[src/rtl/gce_pkg.sv]
package gce_pkg;
    localparam int unsigned CMD_CNT_W  = 14;
    localparam int unsigned MASK_W     = 8;
    localparam int unsigned CMD_W      = CMD_CNT_W + MASK_W;
    localparam int unsigned CNT_LIMIT  = (1 << CMD_CNT_W) - 1;
    localparam int unsigned CNT_FLOOR  = 16;
    localparam int unsigned GIGA_MBPS  = 1000;
    localparam int unsigned NS_PER_DIV = 8000;

    typedef enum logic [2:0] {
        ST_IDLE    = 3'd0,
        ST_COLLECT = 3'd1,
        ST_WRITE   = 3'd2,
        ST_CLOSE   = 3'd3,
        ST_FIN     = 3'd4
    } gce_state_e;
endpackage

[src/rtl/gce_conv.sv]
module gce_conv
    import gce_pkg::*;
#(
    parameter int unsigned NS_W   = 24,
    parameter int unsigned SPD_W  = 14,
    parameter int unsigned CNT_W  = 28,
    parameter int unsigned NCMD_W = 15
) (
    input  logic [NS_W-1:0]   interval_ns,
    input  logic [SPD_W-1:0]  speed_mbps,
    output logic [CNT_W-1:0]  count,
    output logic [NCMD_W-1:0] n_cmds
);
    localparam int unsigned PROD_W = NS_W + SPD_W + 2;

    logic [PROD_W-1:0] prod;
    logic [CNT_W:0]    cnt_ext;

    always_comb begin
        prod = PROD_W'(interval_ns) * PROD_W'(speed_mbps);
        if (speed_mbps < SPD_W'(GIGA_MBPS)) begin
            prod = prod << 1;
        end
        count   = CNT_W'((prod + PROD_W'(NS_PER_DIV - 1)) / PROD_W'(NS_PER_DIV));
        cnt_ext = {1'b0, count} + (CNT_W + 1)'(CNT_LIMIT - 1);
        if (count == '0) begin
            n_cmds = NCMD_W'(1);
        end else begin
            n_cmds = NCMD_W'(cnt_ext / (CNT_W + 1)'(CNT_LIMIT));
        end
    end
endmodule

[src/rtl/gce_store.sv]
module gce_store #(
    parameter int unsigned DEPTH = 64,
    parameter int unsigned DW    = 36,
    localparam int unsigned AW   = $clog2(DEPTH)
) (
    input  logic          clk,
    input  logic          we,
    input  logic [AW-1:0] waddr,
    input  logic [DW-1:0] wdata,
    input  logic [AW-1:0] raddr,
    output logic [DW-1:0] rdata
);
    logic [DW-1:0] slots [DEPTH];

    always_ff @(posedge clk) begin
        if (we) begin
            slots[waddr] <= wdata;
        end
    end

    assign rdata = slots[raddr];
endmodule

[src/rtl/gate_cmd_encoder.sv]
module gate_cmd_encoder
    import gce_pkg::*;
#(
    parameter int unsigned NS_W       = 24,
    parameter int unsigned SPD_W      = 14,
    parameter int unsigned MASK_IN_W  = 10,
    parameter int unsigned BANK_DEPTH = 64,
    localparam int unsigned AW        = $clog2(BANK_DEPTH)
) (
    input  logic                 clk,
    input  logic                 rst_n,
    input  logic                 start,
    input  logic [SPD_W-1:0]     link_mbps,
    input  logic                 ent_valid,
    output logic                 ent_ready,
    input  logic [NS_W-1:0]      ent_ns,
    input  logic [MASK_IN_W-1:0] ent_mask,
    input  logic                 ent_last,
    output logic                 wr_en,
    output logic [AW-1:0]        wr_addr,
    output logic [CMD_W-1:0]     wr_data,
    output logic                 done,
    output logic                 err
);
    localparam int unsigned IDX_W  = AW + 1;
    localparam int unsigned CNT_W  = NS_W + SPD_W + 2 - 12;
    localparam int unsigned NCMD_W = CNT_W - 13;
    localparam int unsigned ENT_W  = CNT_W + MASK_W;
    localparam logic [IDX_W-1:0] DEPTH_I = IDX_W'(BANK_DEPTH);

    typedef struct packed {
        gce_state_e        st;
        logic [IDX_W-1:0]  n_ent;
        logic [IDX_W-1:0]  total;
        logic              halted;
        logic [MASK_W-1:0] or_mask;
        logic [IDX_W-1:0]  idx;
        logic [CNT_W-1:0]  rem;
        logic              fresh;
        logic [AW-1:0]     addr;
        logic              err;
    } ctl_t;

    ctl_t ctl_d, ctl_q;

    logic [MASK_W-1:0] mask8;
    logic [CNT_W-1:0]  ent_cnt;
    logic [NCMD_W-1:0] ent_ncmd;
    logic              st_we;
    logic [ENT_W-1:0]  st_rdata;
    logic [CNT_W-1:0]  rd_cnt;
    logic [MASK_W-1:0] rd_mask;

    generate
        if (MASK_IN_W > MASK_W) begin : g_wide_mask
            logic hi_bits_unused;
            assign mask8          = ent_mask[MASK_W-1:0];
            assign hi_bits_unused = ^ent_mask[MASK_IN_W-1:MASK_W];
        end else begin : g_narrow_mask
            assign mask8 = MASK_W'(ent_mask);
        end
    endgenerate

    gce_conv #(
        .NS_W   (NS_W),
        .SPD_W  (SPD_W),
        .CNT_W  (CNT_W),
        .NCMD_W (NCMD_W)
    ) u_conv (
        .interval_ns (ent_ns),
        .speed_mbps  (link_mbps),
        .count       (ent_cnt),
        .n_cmds      (ent_ncmd)
    );

    gce_store #(
        .DEPTH (BANK_DEPTH),
        .DW    (ENT_W)
    ) u_store (
        .clk   (clk),
        .we    (st_we),
        .waddr (ctl_q.n_ent[AW-1:0]),
        .wdata ({ent_cnt, mask8}),
        .raddr (ctl_q.idx[AW-1:0]),
        .rdata (st_rdata)
    );

    assign rd_cnt  = st_rdata[ENT_W-1:MASK_W];
    assign rd_mask = st_rdata[MASK_W-1:0];

    logic [NCMD_W:0]      tot_sum;
    logic [IDX_W-1:0]     tot_new;
    logic [CNT_W-1:0]     cur;
    logic [CMD_CNT_W-1:0] chunk;

    always_comb begin
        ctl_d     = ctl_q;
        st_we     = 1'b0;
        wr_en     = 1'b0;
        wr_addr   = ctl_q.addr;
        wr_data   = '0;
        done      = 1'b0;
        err       = 1'b0;
        ent_ready = (ctl_q.st == ST_COLLECT);
        tot_sum   = (NCMD_W + 1)'(ctl_q.total) + (NCMD_W + 1)'(ent_ncmd);
        tot_new   = ctl_q.total;
        cur       = ctl_q.fresh ? rd_cnt : ctl_q.rem;
        chunk     = '0;

        unique case (ctl_q.st)
            ST_IDLE: begin
                if (start) begin
                    ctl_d         = '0;
                    ctl_d.st      = ST_COLLECT;
                end
            end
            ST_COLLECT: begin
                if (ent_valid) begin
                    if (!ctl_q.halted) begin
                        tot_new = (tot_sum > (NCMD_W + 1)'(BANK_DEPTH)) ?
                                  DEPTH_I + 1'b1 : IDX_W'(tot_sum);
                        ctl_d.total   = tot_new;
                        ctl_d.or_mask = ctl_q.or_mask | mask8;
                        if (ctl_q.n_ent < DEPTH_I) begin
                            st_we       = 1'b1;
                            ctl_d.n_ent = ctl_q.n_ent + 1'b1;
                        end
                        if (ent_cnt == '0) begin
                            ctl_d.halted = 1'b1;
                        end
                    end
                    if (ent_last) begin
                        if (tot_new > DEPTH_I) begin
                            ctl_d.st  = ST_FIN;
                            ctl_d.err = 1'b1;
                        end else begin
                            ctl_d.st    = ST_WRITE;
                            ctl_d.idx   = '0;
                            ctl_d.fresh = 1'b1;
                            ctl_d.addr  = '0;
                        end
                    end
                end
            end
            ST_WRITE: begin
                wr_en      = 1'b1;
                ctl_d.addr = ctl_q.addr + 1'b1;
                if (cur > CNT_W'(CNT_LIMIT)) begin
                    chunk       = CMD_CNT_W'(CNT_LIMIT);
                    ctl_d.rem   = cur - CNT_W'(CNT_LIMIT);
                    ctl_d.fresh = 1'b0;
                end else begin
                    chunk = (cur != '0 && cur < CNT_W'(CNT_FLOOR)) ?
                            CMD_CNT_W'(CNT_FLOOR) : CMD_CNT_W'(cur);
                    ctl_d.fresh = 1'b1;
                    ctl_d.idx   = ctl_q.idx + 1'b1;
                    if (ctl_q.idx + 1'b1 == ctl_q.n_ent) begin
                        ctl_d.st = (ctl_q.total < DEPTH_I) ? ST_CLOSE : ST_FIN;
                    end
                end
                wr_data = {chunk, rd_mask};
            end
            ST_CLOSE: begin
                wr_en    = 1'b1;
                wr_data  = {CMD_CNT_W'(0), ~ctl_q.or_mask};
                ctl_d.st = ST_FIN;
            end
            ST_FIN: begin
                done     = 1'b1;
                err      = ctl_q.err;
                ctl_d.st = ST_IDLE;
            end
            default: ctl_d.st = ST_IDLE;
        endcase
    end

    always_ff @(posedge clk or negedge rst_n) begin
        if (!rst_n) begin
            ctl_q <= '0;
        end else begin
            ctl_q <= ctl_d;
        end
    end
endmodule

[config.mk]
export PLATFORM = sky130hd
export DESIGN_NAME = gate_cmd_encoder
export DESIGN_NICKNAME = d
export VERILOG_FILES = /design/src/rtl/gce_pkg.sv /design/src/rtl/gce_conv.sv /design/src/rtl/gce_store.sv /design/src/rtl/gate_cmd_encoder.sv
export SDC_FILE = /design/constraint.sdc
export NUM_CORES = 2
export LEC_CHECK = 0
export BUFFER_PORTS_ARGS = -buffer_cell sky130_fd_sc_hd__buf_2
export CAP_MARGIN = 25
export CORE_MARGIN = 8
export CORE_UTILIZATION = 45
export DETAILED_ROUTE_END_ITERATION = 10
export PLACE_DENSITY = 0.58
export SLEW_MARGIN = 20
export SYNTH_ARGS = -nofsm -noshare
export SYNTH_HDL_FRONTEND = slang
export SYNTH_SLANG_ARGS = --single-unit
[constraint.sdc]
create_clock -name clk -period 10.8 [get_ports clk]
set_clock_uncertainty 0.2 [all_clocks]
set_input_delay 0.54 -clock clk [delete_from_list [all_inputs] [get_ports clk]]
set_output_delay 0.54 -clock clk [all_outputs]
set_load 0.02 [all_outputs]
Word level (Yosys, flattened, before mapping) --
Memories as Yosys holds them, arrays and structs flattened. Cells that the tools add are included.
Storage, ports and cells: bits in registers 69, latch bits 0, bits in writable memories 2304, memory bits (read-only) 0, bits of input ports 53, output and inout bits 32, memories 1
Cells by class: add/sub/neg operators 7, multipliers 1, divide/modulo/power cells 2, order comparisons 7, equal/unequal tests 15, shifts and indexed selects 0, multiplexer cells 44, bitwise logic cells 2, reduce and logical (&&, ||, !) cells 16
Memories:
- u_store.slots | depth 64, width 36, rd ports 1, clocked after memory_dff 0, wr ports 1, RTL line gce_store.sv:13 | logic [DW-1:0] slots [DEPTH];
Operators by type and width (number):
- $mux W69 | 1
- $mux W7 | 9
- $mux W28 | 2
- $pmux W28 S2 | 1
- $pmux W23 S2 | 1
- $pmux W22 S2 | 1
- $pmux W7 S3 | 2
- $add A40 B13 Y40 const B | 1
- $div A40 B13 Y40 const B | 1
- $mux W39 | 1
- $mul A24 B14 Y38 | 1
- $mux W33 | 1
- $add A28 B14 Y29 const B | 1
- $div A29 B14 Y29 const B | 1
- $gt A28 B14 Y1 const B | 1
- $logic_not A28 Y1 | 1
- $lt A28 B5 Y1 const B | 1
- $mux W14 | 2
- $reduce_bool A28 Y1 | 1
- $sub A28 B14 Y28 const B | 1
- $mux W23 | 1
- $reduce_and A5 Y1 | 4
- $add A7 B15 Y16 | 1
- $gt A16 B7 Y1 const B | 1
- 27 further kinds | 56

Longest topological paths before layout --
depth after elaboration 18, mapped depth 193, depth with buffers taken out 168

Cells and area by module --
Synthesis repeated with hierarchy kept, for this count alone.
Second synthesis, totals: cell total of the unflattened synthesis 8927, area, all modules 124757.2 um^2
By module, submodules not included:
- gce_store | times used 1, cells an instance 3744, area an instance 87252.4 um^2
- gce_conv | times used 1, cells an instance 4542, area an instance 32312.2 um^2
- gate_cmd_encoder | times used 1, cells an instance 641, area an instance 5192.5 um^2

Least setup slack after synthesis --
No wires, ideal clock.
path type in2reg, start in link_mbps[7], end reg ctl_q[41] (netlist name), setup time 0.149 ns, arrival 45.650 ns, data required time 10.451 ns, slack -35.199 ns, stages 175, path through buf_2 -> clkbuf_1 -> nand2_1 -> fa_1 -> fa_1 -> inv_1 -> fa_1 -> fa_1 -> fa_1 -> inv_1 -> fa_1 -> inv_1 -> ha_1 -> a21oi_1 -> o21ai_1 -> or2_1 -> o211ai_1 -> a31oi_1 -> [139 not listed] -> a21oi_1 -> o21bai_1 -> a21oi_1 -> inv_1 -> a21oi_1 -> nor2_1 -> nor2_1 -> a21oi_1 -> o31ai_1 -> nand2_1 -> nor2_1 -> a21oi_1 -> o31ai_1 -> nand2b_1 -> or2_2 -> clkbuf_1 -> o21ai_0 -> o31ai_1
Between the ends: cells in the longest elaborated chain, start to end 16
Ends and longest elaborated chain:
- start: declaration | RTL line gate_cmd_encoder.sv:13 | input logic [SPD_W-1:0] link_mbps,
- $mul A24 B14 Y38 / $lt A14 B10 Y1 (equally long branches) | RTL line gce_conv.sv:20, gce_conv.sv:21
- $mux W39 * | RTL line gce_conv.sv:21 | if (speed_mbps < SPD_W'(GIGA_MBPS)) begin
- $add A40 B13 Y40 * | RTL line gce_conv.sv:24 | count = CNT_W'((prod + PROD_W'(NS_PER_DIV - 1)) / PROD_W'(NS_PER_DIV));
- $div A40 B13 Y40 * | RTL line gce_conv.sv:24
- via ent_cnt[25] | RTL line gate_cmd_encoder.sv:47 | logic [CNT_W-1:0] ent_cnt;
- $add A28 B14 Y29 | RTL line gce_conv.sv:25 | cnt_ext = {1'b0, count} + (CNT_W + 1)'(CNT_LIMIT - 1);
- $div A29 B14 Y29 | RTL line gce_conv.sv:29 | n_cmds = NCMD_W'(cnt_ext / (CNT_W + 1)'(CNT_LIMIT));
- $mux W15 * | RTL line gce_conv.sv:26 | if (count == '0) begin
- $add A7 B15 Y16 * | RTL line gate_cmd_encoder.sv:105 | tot_sum = (NCMD_W + 1)'(ctl_q.total) + (NCMD_W + 1)'(ent_ncmd);
- $gt A16 B7 Y1 | RTL line gate_cmd_encoder.sv:120 | tot_new = (tot_sum > (NCMD_W + 1)'(BANK_DEPTH)) ?
- $mux W7 * | RTL line gate_cmd_encoder.sv:120
- $mux W7 * | RTL line gate_cmd_encoder.sv:119 | if (!ctl_q.halted) begin
- $mux W7 * | RTL line gate_cmd_encoder.sv:118 | if (ent_valid) begin
- $mux W7 * | RTL line gate_cmd_encoder.sv:110 | unique case (ctl_q.st)
- $gt A7 B7 Y1 * | RTL line gate_cmd_encoder.sv:133 | if (tot_new > DEPTH_I) begin
- $ne A2 B2 Y1 (no line) *
- $reduce_and A6 Y1 (no line) *
- end signal: assignment | RTL line gate_cmd_encoder.sv:181 | ctl_q <= ctl_d;
- end: declaration | RTL line gate_cmd_encoder.sv:44 | ctl_t ctl_d, ctl_q;
Mark *: on every way through the listed nets, which the timed path passes. The rest lies on a longest branch. The select of a mux whose other input is x is not followed. A chain may end at the register's enable or synchronous reset.

Final worst setup path --
start in ent_ns[13], end reg ctl_q, in the netlist wr_addr[5]
Between the ends: cells in the longest elaborated chain, start to end 16
Ends and longest elaborated chain:
- start: declaration | RTL line gate_cmd_encoder.sv:16 | input logic [NS_W-1:0] ent_ns,
- $mul A24 B14 Y38 * | RTL line gce_conv.sv:20 | prod = PROD_W'(interval_ns) * PROD_W'(speed_mbps);
- $mux W39 * | RTL line gce_conv.sv:21
- $add A40 B13 Y40 * | RTL line gce_conv.sv:24
- $div A40 B13 Y40 * | RTL line gce_conv.sv:24
- via ent_cnt[1] | RTL line gate_cmd_encoder.sv:47
- $add A28 B14 Y29 | RTL line gce_conv.sv:25
- $div A29 B14 Y29 | RTL line gce_conv.sv:29
- $mux W15 * | RTL line gce_conv.sv:26
- $add A7 B15 Y16 * | RTL line gate_cmd_encoder.sv:105
- $gt A16 B7 Y1 | RTL line gate_cmd_encoder.sv:120
- $mux W7 * | RTL line gate_cmd_encoder.sv:120
- $mux W7 * | RTL line gate_cmd_encoder.sv:119
- $mux W7 * | RTL line gate_cmd_encoder.sv:118
- $mux W7 * | RTL line gate_cmd_encoder.sv:110
- $gt A7 B7 Y1 * | RTL line gate_cmd_encoder.sv:133
- $ne A2 B2 Y1 (no line) *
- $reduce_and A5 Y1 (no line) *
Marked as above.

==> results.cfg <==
[detailed_routing]
first_pass_iters = 8
vias_per_cell = 5.932
num_vias = 87620
wl_um = 391300
wl_per_cell_um = 26.49
drt_iter0_markers = 7515
drc = 0
antenna_left = 0

[sta]
tns_ns = -10613.10
hold_violations = 0
tightest_slew_ns = 1.067
slew_headroom = 0.2846
slew_violations = 0
period_share = 3.691
layout_setup_ws_ns = -29.06
finalCriticalPeriod_ns = 39.86
clock.fmax_mhz = 25.09
rsz0062_at_grt = true
setup_viol = 1433

[die]
initial_utilization = 0.4527
die_h_um = 543.6
ioPinCount = 85
num_rows = 193
die_area_um2 = 295500
core_um2 = 276700
die_w_um = 543.6

[synthesis]
syn_area_per_cell_um2 = 14.35
seq_area_frac_synth = 0.5661
netlist.area_leader.share = 0.5523
synth_top_area_cell = edfxtp_1
synth.cell_area_um2 = 125300
syn_inst = 8727
yosys-top-cells-count = 2304 x edfxtp_1, 603 x nand2_1, 588 x mux4_2, 447 x nor2_1, 364 x inv_1
synth_ff_type = edfxtp_1
yosysWarnings = 0
synth.area.top_cells = edfxtp_1 55%, mux4_2 11%, fa_1 4.2%
ys_seq_elements = 2373
async_flop_share = 0.02908
synth_most_common_cell = edfxtp_1
synth_edf_count = 2304
ys_types = 193

[placed_design]
hpwlAfterDp_um = 251800
place.gp.congestion = 0.9144
pre_cts_ws_ns = -31.43
io_buffer_count = 82
place_area_um2 = 145300

[setup_path]
end_kind = flip-flop
slowest_stage = fa_1
cp.depth = 178
path_common_cell = buf_4
cp-start-kind = input pin
criticalPathCategory = input pin to flip-flop
reg2reg_slack_ns = 4.00
cp_max_fo = 8
critPathTopFamily = compound AO/OA/AOI/OAI gates
worstPathArrival_ns = 40.34
cp.required_ns = 11.28
worst-path-buf-inv = 38
reg2regPathDepth = 15
critPathMaxStageDelay_ns = 0.57

[hold_path]
hold_depth = 1
hold_class = input pin to flip-flop

[grt]
antenna_found_initial = 9
grt_max_degree = 102
gr-usage-all-layers = 0.2569
grt_pass1_wl_um = 574600
grt_overflow = 0
grt_pass1_vias = 89530

[clock_network]
clk_latency_ns = 0.85
cts-root-buf = clkbuf_16
cts-buffers-inserted = 204
htreeDepth = 4
clock_path_buffers = 4
cts.sinks = 2373
cts_tree = done
clkTransAtPathRegs_ns = 0.07

[cells_and_area]
nets = 11340
fill_cells = 22130
areaGrowthSynthToFinish_pct = 26.25
multiInputGateArea_um2 = 56280
design_area_um2 = 158200
fin_util = 0.5715
layout-drive-gt1-share = 0.3908
ff_latch_area_um2 = 70930

[outcome]
violations = setup timing
status = finished, violations left

[flow_run]
cap_violations = 0
[logic make-up after synthesis]
family	share of synthesized area
DFF	0.5661
and+or+nand+nor	0.09423
AOI/OAI and AO/OA	0.09939
muxes	0.1345
buffers and inverters	0.02933
adders and majority gates	0.05478
xor gates and xnor gates	0.02166
other	0.00002994
[layout by cell type (no fill, tap or decap), types with 47 or more instances in the layout]
| cell | instances |
|---|---|
| mux4_2 | 588 |
| clkbuf_1 | 51 |
| buf_6 | 95 |
| o211ai_1 | 52 |
| inv_1 | 327 |
| a31oi_1 | 59 |
| nor2_4 | 83 |
| dfrtp_1 | 63 |
| nor3_1 | 133 |
| buf_2 | 56 |
| o21ai_1 | 55 |
| a21oi_1 | 235 |
| a21oi_2 | 54 |
| a21o_1 | 49 |
| fa_1 | 256 |
| xor2_1 | 75 |
| nor4_1 | 47 |
| and2_1 | 210 |
| and3_1 | 50 |
| buf_4 | 2144 |
| a211oi_1 | 66 |
| nand2_1 | 582 |
| o22ai_1 | 64 |
| conb_1 | 64 |
| clkbuf_16 | 211 |
| o221ai_1 | 101 |
| o21ai_0 | 131 |
| nand4_1 | 100 |
| nor2_1 | 351 |
| edfxtp_1 | 2304 |
| xnor2_1 | 178 |
| nand3_1 | 144 |
| mux2i_1 | 280 |
| ha_1 | 97 |
[cell type report]
| cell class | count | area share |
|---|---|---|
| clock buffer | 263 | 0.03447 |
| clock inverter | 96 | 0.004858 |
| tap | 3705 | 0.02931 |
| antenna | 9 | 0.0001424 |
| timing repair buffer | 2356 | 0.1174 |
| inverter | 379 | 0.009462 |
| multi-input combinational | 5589 | 0.3558 |
| sequential | 2373 | 0.4485 |
| timing repair inverter | 1 | 0.00004747 |
[through the flow]
stage	hold slack (ns)	cells
global placement	0.2123	14110
floorplan	0.04441	8790
global route	0.05032	14760
CTS	0.05104	14630
finish	0.08335	14770
detailed placement	0.2090	14120
[sequential cells by signal (all words and copies together) (netlist names)]
register / count
u_store.slots: 2304
ctl_q: 63
wr_addr: 6
[per-layer routing]
layer,part of all wire,up-vias,wire length [µm],global-route usage
met5,0.000046,-,18,0
met4,0.034,4,13290,0.07528
met3,0.060,610,23490,0.02255
met2,0.51,2949,199800,0.4590
met1,0.40,45330,154700,0.3353
li1,-,38730,-,-
[repair_timing]
action,CTS,global route
resized for setup,447,474
hold buffers,6,0
hold endpoints to repair,106,0
buffers inserted,149,134
setup endpoints to repair,1433,1497
gates cloned,1,4
pin swaps,248,276
[worst register-to-register path: cells and delay by family, from the launching register on]
kind	cells	cell delay, ns
AOI/OAI and AO/OA	2	0.52
buffers and inverters	5	2.66
DFF	1	0.52
muxes	3	1.54
and+or+nand+nor	5	1.30
[path summary, 6_finish.rpt]
kind,endpoint,startpoint
max,wr_addr[5],ent_ns[13]
min,u_store.slots[17][5],ent_mask[5]
max reg2reg,ctl_q[7],ctl_q[38]
min reg2reg,ctl_q[10],ctl_q[10]
max in group asynchronous,ctl_q[36],rst_n
min in group asynchronous,ctl_q[29],rst_n
Power is not shown: default switching activity piles up to over one toggle a cycle in this logic, so the estimate is an artifact.
